<file path="src/rtl/gdu_pkg.sv">
package gdu_pkg;

    localparam int ACC_W = 24;

    typedef struct packed {
        logic signed [7:0] re;
        logic signed [7:0] im;
    } cpx8_t;

    typedef enum logic [1:0] {
        ST_IDLE = 2'd0,
        ST_ACC  = 2'd1,
        ST_UPD  = 2'd2
    } gdu_state_t;

    function automatic logic signed [7:0] clamp8(input logic signed [31:0] v);
        if (v > 32'sd127)  return 8'sd127;
        if (v < -32'sd128) return -8'sd128;
        return v[7:0];
    endfunction

    // one part of one entry: old - ((acc - corr) >>> sh), clamped
    function automatic logic signed [7:0] step_part(
        input logic signed [7:0]       old_v,
        input logic signed [ACC_W-1:0] acc,
        input logic signed [7:0]       corr,
        input logic [3:0]              sh
    );
        logic signed [31:0] res;
        logic signed [31:0] dlt;
        logic signed [31:0] nv;
        res = acc;
        res = res - corr;
        dlt = res >>> sh;
        nv  = old_v;
        nv  = nv - dlt;
        return clamp8(nv);
    endfunction

endpackage

</file>
<file path="src/rtl/gdu_seq.sv">
module gdu_seq
    import gdu_pkg::*;
#(
    parameter int M = 4,
    parameter int N = 4,
    localparam int RW = (M > 1) ? $clog2(M) : 1,
    localparam int CW = (N > 1) ? $clog2(N) : 1
) (
    input  logic          clk,
    input  logic          rst,
    input  logic          start,
    input  logic [3:0]    shift,
    output logic          busy,
    output logic          done,
    output logic          acc_en,
    output logic          acc_first,
    output logic          upd_en,
    output logic          flip,
    output logic [RW-1:0] row,
    output logic [CW-1:0] col,
    output logic [RW-1:0] kk,
    output logic [3:0]    sh_q
);
    gdu_state_t st;
    logic last_entry;

    assign last_entry = (row == RW'(M - 1)) && (col == CW'(N - 1));
    assign busy      = (st != ST_IDLE);
    assign acc_en    = (st == ST_ACC);
    assign acc_first = acc_en && (kk == '0);
    assign upd_en    = (st == ST_UPD);
    assign flip      = upd_en && last_entry;

    always_ff @(posedge clk) begin
        if (rst) begin
            st   <= ST_IDLE;
            row  <= '0;
            col  <= '0;
            kk   <= '0;
            sh_q <= '0;
            done <= 1'b0;
        end else begin
            done <= 1'b0;
            unique case (st)
                ST_IDLE: begin
                    if (start) begin
                        st   <= ST_ACC;
                        row  <= '0;
                        col  <= '0;
                        kk   <= '0;
                        sh_q <= shift;
                    end
                end
                ST_ACC: begin
                    if (kk == RW'(M - 1)) begin
                        kk <= '0;
                        st <= ST_UPD;
                    end else begin
                        kk <= kk + 1'b1;
                    end
                end
                ST_UPD: begin
                    if (last_entry) begin
                        st   <= ST_IDLE;
                        row  <= '0;
                        col  <= '0;
                        done <= 1'b1;
                    end else begin
                        st <= ST_ACC;
                        if (col == CW'(N - 1)) begin
                            col <= '0;
                            row <= row + 1'b1;
                        end else begin
                            col <= col + 1'b1;
                        end
                    end
                end
                default: st <= ST_IDLE;
            endcase
        end
    end

    a_r6_done_single: assert property (@(posedge clk) disable iff (rst)
        done |=> !done);
    a_r7_start_only_idle: assert property (@(posedge clk) disable iff (rst)
        $rose(busy) |-> $past(start));
    a_r6_done_after_busy: assert property (@(posedge clk) disable iff (rst)
        $fell(busy) |-> done);

endmodule

</file>
<file path="src/rtl/gdu_mac.sv">
module gdu_mac
    import gdu_pkg::*;
(
    input  logic                    clk,
    input  logic                    rst,
    input  logic                    en,
    input  logic                    first,
    input  logic                    clr,
    input  logic signed [7:0]       w,
    input  cpx8_t                   x,
    output logic signed [ACC_W-1:0] acc_re,
    output logic signed [ACC_W-1:0] acc_im
);
    logic signed [15:0] p_re;
    logic signed [15:0] p_im;

    assign p_re = w * x.re;
    assign p_im = w * x.im;

    always_ff @(posedge clk) begin
        if (rst || clr) begin
            acc_re <= '0;
            acc_im <= '0;
        end else if (en) begin
            acc_re <= acc_re + {{(ACC_W-16){p_re[15]}}, p_re};
            acc_im <= acc_im + {{(ACC_W-16){p_im[15]}}, p_im};
        end
    end

    // every entry starts its sum from a cleared accumulator
    a_r3_acc_fresh: assert property (@(posedge clk) disable iff (rst)
        first |-> (acc_re == '0 && acc_im == '0));

endmodule

</file>
<file path="src/rtl/gdu_abank.sv">
module gdu_abank
    import gdu_pkg::*;
#(
    parameter int DEPTH = 16,
    localparam int AW = (DEPTH > 1) ? $clog2(DEPTH) : 1
) (
    input  logic          clk,
    input  logic          rst,
    input  logic          ld_en,
    input  logic [AW-1:0] ld_addr,
    input  cpx8_t         ld_val,
    input  logic          wr_en,
    input  logic [AW-1:0] wr_addr,
    input  cpx8_t         wr_val,
    input  logic          flip,
    input  logic [AW-1:0] ra0,
    output cpx8_t         rd0,
    input  logic [AW-1:0] ra1,
    output cpx8_t         rd1,
    input  logic [AW-1:0] ra2,
    output cpx8_t         rd2,
    output logic          cur
);
    cpx8_t mem [0:1][0:DEPTH-1];

    assign rd0 = mem[cur][ra0];
    assign rd1 = mem[cur][ra1];
    assign rd2 = mem[cur][ra2];

    always_ff @(posedge clk) begin
        if (rst) begin
            cur <= 1'b0;
            for (int b = 0; b < 2; b++) begin
                for (int e = 0; e < DEPTH; e++) begin
                    mem[b][e] <= '0;
                end
            end
        end else begin
            if (ld_en)
                mem[cur][ld_addr] <= ld_val;
            if (wr_en)
                mem[~cur][wr_addr] <= wr_val;
            if (flip)
                cur <= ~cur;
        end
    end

    // the readable bank is never the target of sweep writes
    a_r8_read_bank_stable: assert property (@(posedge clk) disable iff (rst)
        (wr_en && !ld_en && !flip) |=> $stable(cur));

endmodule

</file>
<file path="src/rtl/gd_update.sv">
module gd_update
    import gdu_pkg::*;
#(
    parameter int M = 4,
    parameter int N = 4,
    localparam int DEPTH = M * N,
    localparam int CAW = (M * M > 1) ? $clog2(M * M) : 1,
    localparam int EAW = (DEPTH > 1) ? $clog2(DEPTH) : 1,
    localparam int RW  = (M > 1) ? $clog2(M) : 1,
    localparam int CW  = (N > 1) ? $clog2(N) : 1
) (
    input  logic              clk,
    input  logic              rst,
    input  logic              start,
    input  logic [3:0]        shift,
    output logic              busy,
    output logic              done,
    output logic [CAW-1:0]    rbb_addr,
    input  logic signed [7:0] rbb_data,
    output logic [EAW-1:0]    rbr_addr,
    input  logic signed [7:0] rbr_re,
    input  logic signed [7:0] rbr_im,
    input  logic              ld_en,
    input  logic [EAW-1:0]    ld_addr,
    input  logic signed [7:0] ld_re,
    input  logic signed [7:0] ld_im,
    input  logic [EAW-1:0]    rd_addr,
    output logic signed [7:0] rd_re,
    output logic signed [7:0] rd_im
);
    logic          acc_en, acc_first, upd_en, flip, cur;
    logic [RW-1:0] row, kk;
    logic [CW-1:0] col;
    logic [3:0]    sh_q;
    logic [EAW-1:0] a_k_addr, a_ij_addr;
    cpx8_t a_ext, a_k, a_ij, new_val, ld_val;
    logic signed [ACC_W-1:0] acc_re, acc_im;

    gdu_seq #(.M(M), .N(N)) u_seq (
        .clk(clk), .rst(rst), .start(start), .shift(shift),
        .busy(busy), .done(done), .acc_en(acc_en), .acc_first(acc_first),
        .upd_en(upd_en), .flip(flip), .row(row), .col(col), .kk(kk),
        .sh_q(sh_q)
    );

    assign rbb_addr  = CAW'(int'(row) * M + int'(kk));
    assign a_k_addr  = EAW'(int'(kk) * N + int'(col));
    assign a_ij_addr = EAW'(int'(row) * N + int'(col));
    assign rbr_addr  = a_ij_addr;

    gdu_mac u_mac (
        .clk(clk), .rst(rst), .en(acc_en), .first(acc_first), .clr(upd_en),
        .w(rbb_data), .x(a_k), .acc_re(acc_re), .acc_im(acc_im)
    );

    always_comb begin
        new_val.re = step_part(a_ij.re, acc_re, rbr_re, sh_q);
        new_val.im = step_part(a_ij.im, acc_im, rbr_im, sh_q);
    end

    assign ld_val = '{re: ld_re, im: ld_im};

    gdu_abank #(.DEPTH(DEPTH)) u_bank (
        .clk(clk), .rst(rst),
        .ld_en(ld_en && !busy), .ld_addr(ld_addr), .ld_val(ld_val),
        .wr_en(upd_en), .wr_addr(a_ij_addr), .wr_val(new_val),
        .flip(flip),
        .ra0(rd_addr), .rd0(a_ext),
        .ra1(a_k_addr), .rd1(a_k),
        .ra2(a_ij_addr), .rd2(a_ij),
        .cur(cur)
    );

    assign rd_re = a_ext.re;
    assign rd_im = a_ext.im;

    // results become visible exactly when done is raised
    a_r8_swap_on_done: assert property (@(posedge clk) disable iff (rst)
        done |-> (cur != $past(cur)));
    // while busy the visible bank does not change except at the swap
    a_r7_bank_held: assert property (@(posedge clk) disable iff (rst)
        (busy && !flip) |=> $stable(cur));

endmodule

</file>
<file path="config.mk">
export PLATFORM = sky130hd
export DESIGN_NAME = gd_update
export DESIGN_NICKNAME = d
export VERILOG_FILES = /design/src/rtl/gdu_pkg.sv /design/src/rtl/gdu_seq.sv /design/src/rtl/gdu_mac.sv /design/src/rtl/gdu_abank.sv /design/src/rtl/gd_update.sv
export SDC_FILE = /design/constraint.sdc
export NUM_CORES = 2
export LEC_CHECK = 0
export CORE_MARGIN = 1.5
export CORE_UTILIZATION = 55
export DETAILED_ROUTE_END_ITERATION = 10
export DONT_BUFFER_PORTS = 1
export GPL_ROUTABILITY_DRIVEN = 1
export PLACE_DENSITY = 0.76
export SLEW_MARGIN = 20
export SYNTH_ARGS = -nofsm -noshare
export SYNTH_HDL_FRONTEND = slang
export SYNTH_SLANG_ARGS = --single-unit
</file>
<file path="constraint.sdc">
create_clock -name clk -period 10.71 [get_ports clk]
set_input_delay 0.5355 -clock clk [delete_from_list [all_inputs] [get_ports clk]]
set_output_delay 0.5355 -clock clk [all_outputs]
set_load 0.1 [all_outputs]
</file>
### After elaboration in Yosys (flattened, before gate mapping)

Memory sizes are Yosys's and may differ from the RTL's. A register that Yosys moved wholly into a read port is not among the register bits.
Index checks and enable logic that the tools add are counted.

| cells by class | value |
|---|---|
| add/sub/neg operators | 12 |
| multiply operators | 2 |
| div/mod/pow operators | 0 |
| magnitude comparators | 10 |
| eq/ne operators | 8 |
| shift-type cells | 2 |
| muxes and demuxes | 57 |
| bitwise gates (word level) | 6 |
| reduce and logical (&&, ||, !) cells | 19 |

Operators with widths:

| kind | number |
|---|---|
| $mux W256 | 6 |
| $reduce_or A256 Y1 | 2 |
| $bmux W16 S4 | 3 |
| $demux W16 S4 | 2 |
| $mux W16 | 8 |
| $gt A32 B8 Y1 const B | 2 |
| $lt A32 B8 Y1 const B | 2 |
| $mux W8 | 8 |
| $sshr A25 B4 Y32 | 2 |
| $sub A8 B32 Y32 | 2 |
| $sub A24 B8 Y25 | 2 |
| $add A24 B24 Y24 | 2 |
| $mul A8 B8 Y16 | 2 |
| $ge A5 B5 Y1 const B | 4 |
| $not A4 Y5 | 4 |
| $mux W1 | 18 |
| $mux W2 | 8 |
| $add A4 B2 Y4 | 3 |
| $pmux W2 S2 | 3 |
| $lt A5 B1 Y1 const B | 2 |
| $eq A2 B2 Y1 const B | 4 |
| $reduce_and A2 Y1 | 4 |
| $add A2 B1 Y2 const B | 3 |
| $pmux W2 S3 | 1 |
| other kinds (12) | 19 |

| storage, ports and cells | value |
|---|---|
| flip-flop bits (word level) | 62 |
| bits in latches | 0 |
| bits in writable memories | 512 |
| ROM bits | 0 |
| input bits | 56 |
| output and inout port bits | 26 |
| memories | 1 |

Memories:

| memory | words | width | rd ports | clocked after memory_dff | wr ports | RTL line | text |
|---|---|---|---|---|---|---|---|
| u_bank.mem | 2 | 256 | 1 | 1 | 2 | gdu_abank.sv:24 | `cpx8_t mem [0:1][0:DEPTH-1];` |

### Logic depth before layout (Yosys ltp)

| depth | value |
|---|---|
| depth in word-level cells | 12 |
| depth in mapped cells | 40 |
| gate-level depth less buffers | 36 |

### Modules after synthesis

Synthesis repeated with hierarchy kept, for this count alone.

| unflattened totals | value |
|---|---|
| cells, all modules | 4,885 |
| area, all modules | 51,795.9 um^2 |

By module, submodules not included:

| module | times used | cells each | area an instance (um^2) | seq. area each (um^2) |
|---|---|---|---|---|
| gdu_abank | 1 | 2,599 | 34,185.3 | 15,414.8 |
| gdu_mac | 1 | 1,010 | 8,719.6 | 960.9 |
| gd_update | 1 | 1,213 | 8,313.0 | 0.0 |
| gdu_seq | 1 | 63 | 578.1 | 260.2 |

### Worst setup path before layout

OpenSTA, ideal clock, no wires.

| path | value |
|---|---|
| path type | register to register |
| start | register u_seq.col[0] |
| end | register u_mac.acc_im[23] |
| arrival | 8.998 ns |
| data required time | 10.640 ns |
| path slack | 1.641 ns |
| stages on the path, launching flop included | 38 |
| period minus slack after synthesis | 9.069 ns |
| path through | dfxtp_1 clkbuf_1 buf_1 clkbuf_1 buf_1 mux4_2 nand2_1 a31oi_1 a21oi_1 nor2b_1 fa_1 fa_1 inv_1 fa_1 fa_1 inv_1 ha_1 a21o_1 [2 not listed] o21ai_0 nand2b_1 a21oi_1 nor2b_1 nor2_1 o21bai_1 a21oi_1 xnor2_1 ha_1 or2_2 a21oi_1 a31oi_1 a41o_1 o41ai_1 o21ai_0 xor2_1 or3_1 a21oi_1 |

| on the way | value |
|---|---|
| longest elaborated chain between the ends | 7 |

RTL lines:

| item | RTL line | text |
|---|---|---|
| start, declared | gdu_seq.sv:20 | `output logic [CW-1:0] col,` |
| start signal, assigned | gdu_seq.sv:74 | `col <= col + 1'b1;` |
| $add A4 B2 Y4 | gd_update.sv:47 | `assign a_k_addr = EAW'(int'(kk) * N + int'(col));` |
| $not A4 Y5 (not written as such) | gdu_abank.sv:27 | `assign rd1 = mem[cur][ra1];` |
| $bmux W16 S4 | gdu_abank.sv:27 |  |
| $mux W16 (not written as such) (2 in series) | gdu_abank.sv:27 |  |
| $mul A8 B8 Y16 | gdu_mac.sv:18 | `assign p_im = w * x.im;` |
| $add A24 B24 Y24 | gdu_mac.sv:26 | `acc_im <= acc_im + {{(ACC_W-16){p_im[15]}}, p_im};` |
| end signal, assigned | gdu_mac.sv:26 |  |
| end, declared | gdu_mac.sv:12 | `output logic signed [ACC_W-1:0] acc_im` |

Every way passes these cells. The select of a mux whose other input is x is not followed.
A chain may end at the register's enable or synchronous reset.

==> results.md <==
CTS
- 0.66 ns — source-to-sink clock delay at the later pin of the worst-skew pair
- 57 — CTS Buf Count
- 575 — # clock sinks
- sky130_fd_sc_hd__clkbuf_16 — CTS Root Cell
- 0 — total setup buffers inserted after CTS
- 0.06 ns — Clock transition at path regs
- 2 — count of H-tree levels built during CTS
- 3 — buffer depth of the longest clock path
- done — TritonCTS clock tree

Finish
- 4866 — fin cells
- 16.24% — fraction of final layout cells with drive strength greater than 1
- 0.01666 mm² — Sequential Area
- 6148 — number of fillers in the final layout
- 0.04658 mm² — Design Area, Final
- 0.02519 mm² — total area of multi-input combinational cells
- 6.852% — Layout Area Growth over Synthesis
- 4143 — final layout net count

Yosys
- 575 — number of flip-flops and latches in the synthesized netlist
- 0 — warning count from the yosys run
- 35.27% — share of Yosys cell area claimed by the top area cell type
- 512 — number of synthesized flops with an enable pin
- 0.04359 mm² — summed instance area of the synthesized netlist
- 38.17% — share of synthesized area occupied by flip-flops and latches
- sky130_fd_sc_hd__edfxtp_1 35%, sky130_fd_sc_hd__mux4_2 16%, sky130_fd_sc_hd__ha_1 6.1% — leading cell types by total area after synthesis
- 512 x sky130_fd_sc_hd__edfxtp_1, 448 x sky130_fd_sc_hd__nor2_1, 318 x sky130_fd_sc_hd__mux4_2, 303 x sky130_fd_sc_hd__nand2_1, 243 x sky130_fd_sc_hd__inv_1 — top post-synthesis cells by count
- 4229 — number of nets in the synthesized netlist
- sky130_fd_sc_hd__edfxtp_1 — most used flip-flop cell after synthesis
- 3846 — gate count of the mapped netlist
- 11.33 µm² — Avg Cell Area, Syn
- sky130_fd_sc_hd__edfxtp_1 — most common cell in the synthesized netlist
- 95 — number of distinct standard cells referenced by the synthesized netlist
- sky130_fd_sc_hd__edfxtp_1 — largest area contributor in the synthesized netlist
- 0% — share of synthesized registers carrying an async set or reset

Floorplan
- 0.07874 mm² — floorplan core area
- 82 — top-level port count
- 284.5 µm — horizontal die dimension
- 103 — cell row count
- 284.5 µm — Die Y
- 55.36% — Starting Density
- 0.08095 mm² — die outline area

Place
- 0 — Port Buf Inserts
- 0.04469 mm² — Placement Cell Area
- 89660 µm — HPWL after DPL
- 0.9484 — last weighted congestion value of the routability-driven placer
- 4749 — Inst Count DP

Timing
- 0 ns — setup TNS after final layout
- 0 — final setup vio count
- 0 — number of max-slew violations in the final report
- 0 — count of endpoints failing hold in the final timing report
- 0.03477 ns — post-route clock skew
- 9.509 ns — clock period minus final worst setup slack
- 105.2 MHz — f_max
- 1.264 ns — pin slew with the least headroom to its limit
- 88.79% — share of the clock period used by the worst path
- no — RSZ-0062 raised after global routing
- 15.72% — worst rel slew slack

Setup path
- 11.27 ns — required time of the worst setup path
- register — CP startpoint kind
- 0.75 ns — largest stage delay on the critical path
- reg -> reg — crit path kind
- 5 — total buffers and inverters traversed by the critical path
- 42 — biggest fanout along the worst timing path
- sky130_fd_sc_hd__dfxtp_4 — cell with the largest stage delay on the worst path
- register — Setup crit end kind
- adder cells — cell class contributing the biggest share of worst-path delay
- 10.07 ns — Worst EP arrival

Global routing
- 32300 — number of global-route vias before repair
- 7 — initial antenna violation count
- 0 — remaining global-route overflow
- 129 — maximum number of pins on one net before global-route repair
- 32.36% — GRT Util Overall
- 197500 µm — first-pass GRT wire length

Route
- 4235 — Detailed Route Iter0 Violations
- 0 — number of routed nets with antenna violations
- 7 — first drt pass iteration count
- 27.12 µm — Avg WL per Cell
- 0 — Remaining DRCs
- 132000 µm — wire length after detailed routing
- 33110 — Vias
- 6.804 — vias per std cell

Power
- 226.4 mW/mm² — pwr/cell area
- 18.33 nW — total leakage power
- 0.2072 mV — maximum VDD drop

Outcome
- complete, no violations — outcome

Run
- 0 — number of max-cap violations

Hold path
- in -> reg — Hold WC Path Type

[cell families after synthesis]
family	count (synthesis)	synth area share, %
and+or+nand+nor	1195	12.68
AOI/OAI and AO/OA	703	11.32
DFF	575	38.17
buffers and inverters	468	4.283
muxes	444	19.41
adders and majority gates	327	11.38
xor gates and xnor gates	134	2.758
[layer usage]
layer | track usage, % | vias up | wire (µm)
met3 | 7.929 | 473 | 15740
met1 | 40.56 | 16260 | 46340
met4 | 17.97 | 0 | 7961
li1 | - | 14150 | -
met2 | 51.65 | 2232 | 61920
met5 | 0.1190 | - | 0
[power breakdown]
group          total, mW  leakage (nW)  switching, mW  internal (mW)
clock network       2.00         0.882          0.918           1.08
logic               5.78          11.7           3.39           2.38
registers           2.76          5.77          0.128           2.63
total               10.5          18.3           4.44           6.10
[stage by stage]
step / util [%] / power (mW) / setup WS [ns] / hold WS [ns]
3_5_place_dp: 56.75 / 8.451 / 1.292 / 0.4747
3_3_place_gp: 56.73 / 8.339 / 1.506 / 0.4686
4_1_cts: 59.08 / 10.46 / 1.234 / 0.03963
5_1_grt: 59.14 / 11.21 / 0.5509 / 0.05729
2_1_floorplan: - / 7.217 / 1.641 / 0.4438
6_report: 59.15 / 10.54 / 1.201 / 0.05345
[sequential cells by signal (all words and copies together), names as in the netlist, named ones only]
| register | count |
|---|---|
| u_seq.done | 1 |
| u_seq.row | 2 |
| u_bank.mem | 512 |
| u_mac.acc_re | 24 |
| u_seq.kk | 2 |
| u_seq.st | 2 |
| u_mac.acc_im | 24 |
| u_seq.col | 2 |
| u_seq.sh_q | 4 |
| u_bank.cur | 1 |
[layout by cell type, fill, tap and decap left out, types with 25 or more instances in the layout]
master                      synthesis  layout
sky130_fd_sc_hd__clkbuf_16          0      57
sky130_fd_sc_hd__o211ai_1          31      31
sky130_fd_sc_hd__nand2_1          303     302
sky130_fd_sc_hd__a21o_1            77      77
sky130_fd_sc_hd__and2_1            26      26
sky130_fd_sc_hd__fa_1             116     116
sky130_fd_sc_hd__nor2_1           448     448
sky130_fd_sc_hd__a21oi_1          198     193
sky130_fd_sc_hd__edfxtp_1         512     512
sky130_fd_sc_hd__o21ai_0          111     111
sky130_fd_sc_hd__mux2_2            29      29
sky130_fd_sc_hd__a211oi_1          25      25
sky130_fd_sc_hd__xnor2_1           88      88
sky130_fd_sc_hd__nand2b_1          75      66
sky130_fd_sc_hd__and3_1            33      33
sky130_fd_sc_hd__nor2b_1          124     110
sky130_fd_sc_hd__buf_4              2      68
sky130_fd_sc_hd__mux2i_1           97      97
sky130_fd_sc_hd__dfxtp_1           63      53
sky130_fd_sc_hd__mux4_2           318     318
sky130_fd_sc_hd__nor3_1            56      56
sky130_fd_sc_hd__a31oi_1           29      29
sky130_fd_sc_hd__nand3_1           53      53
sky130_fd_sc_hd__inv_1            243     242
sky130_fd_sc_hd__o21a_1            27      27
sky130_fd_sc_hd__ha_1             211     211
sky130_fd_sc_hd__xor2_1            43      43
[final cells by class]
cell class	count	share of cell area, %
clock inverter	38	0.7710
inverter	248	2.001
clock buffer	67	3.143
multi-input combinational	2803	54.08
sequential	575	35.77
timing repair buffer	75	1.357
tap	1050	2.821
antenna	10	0.05373
[final timing paths]
kind | slack (ns) | depth (start not counted) | endpoint | startpoint
setup / recovery | 1.20 | 31 | u_mac.acc_im[23] | register
hold / removal | 0.05 | 2 | u_seq.sh_q[1] | shift[1]
hold reg to reg | 0.48 | 2 | u_mac.acc_im[19] | u_mac.acc_im[19]
setup reg to reg | 1.20 | 31 | u_mac.acc_im[23] | register
[what timing repair did]
action	CTS	global route
resized for setup	0	0
hold buffers	1	0
endpoints found under the hold margin	13	0
Power figures use the tool's default switching activity.
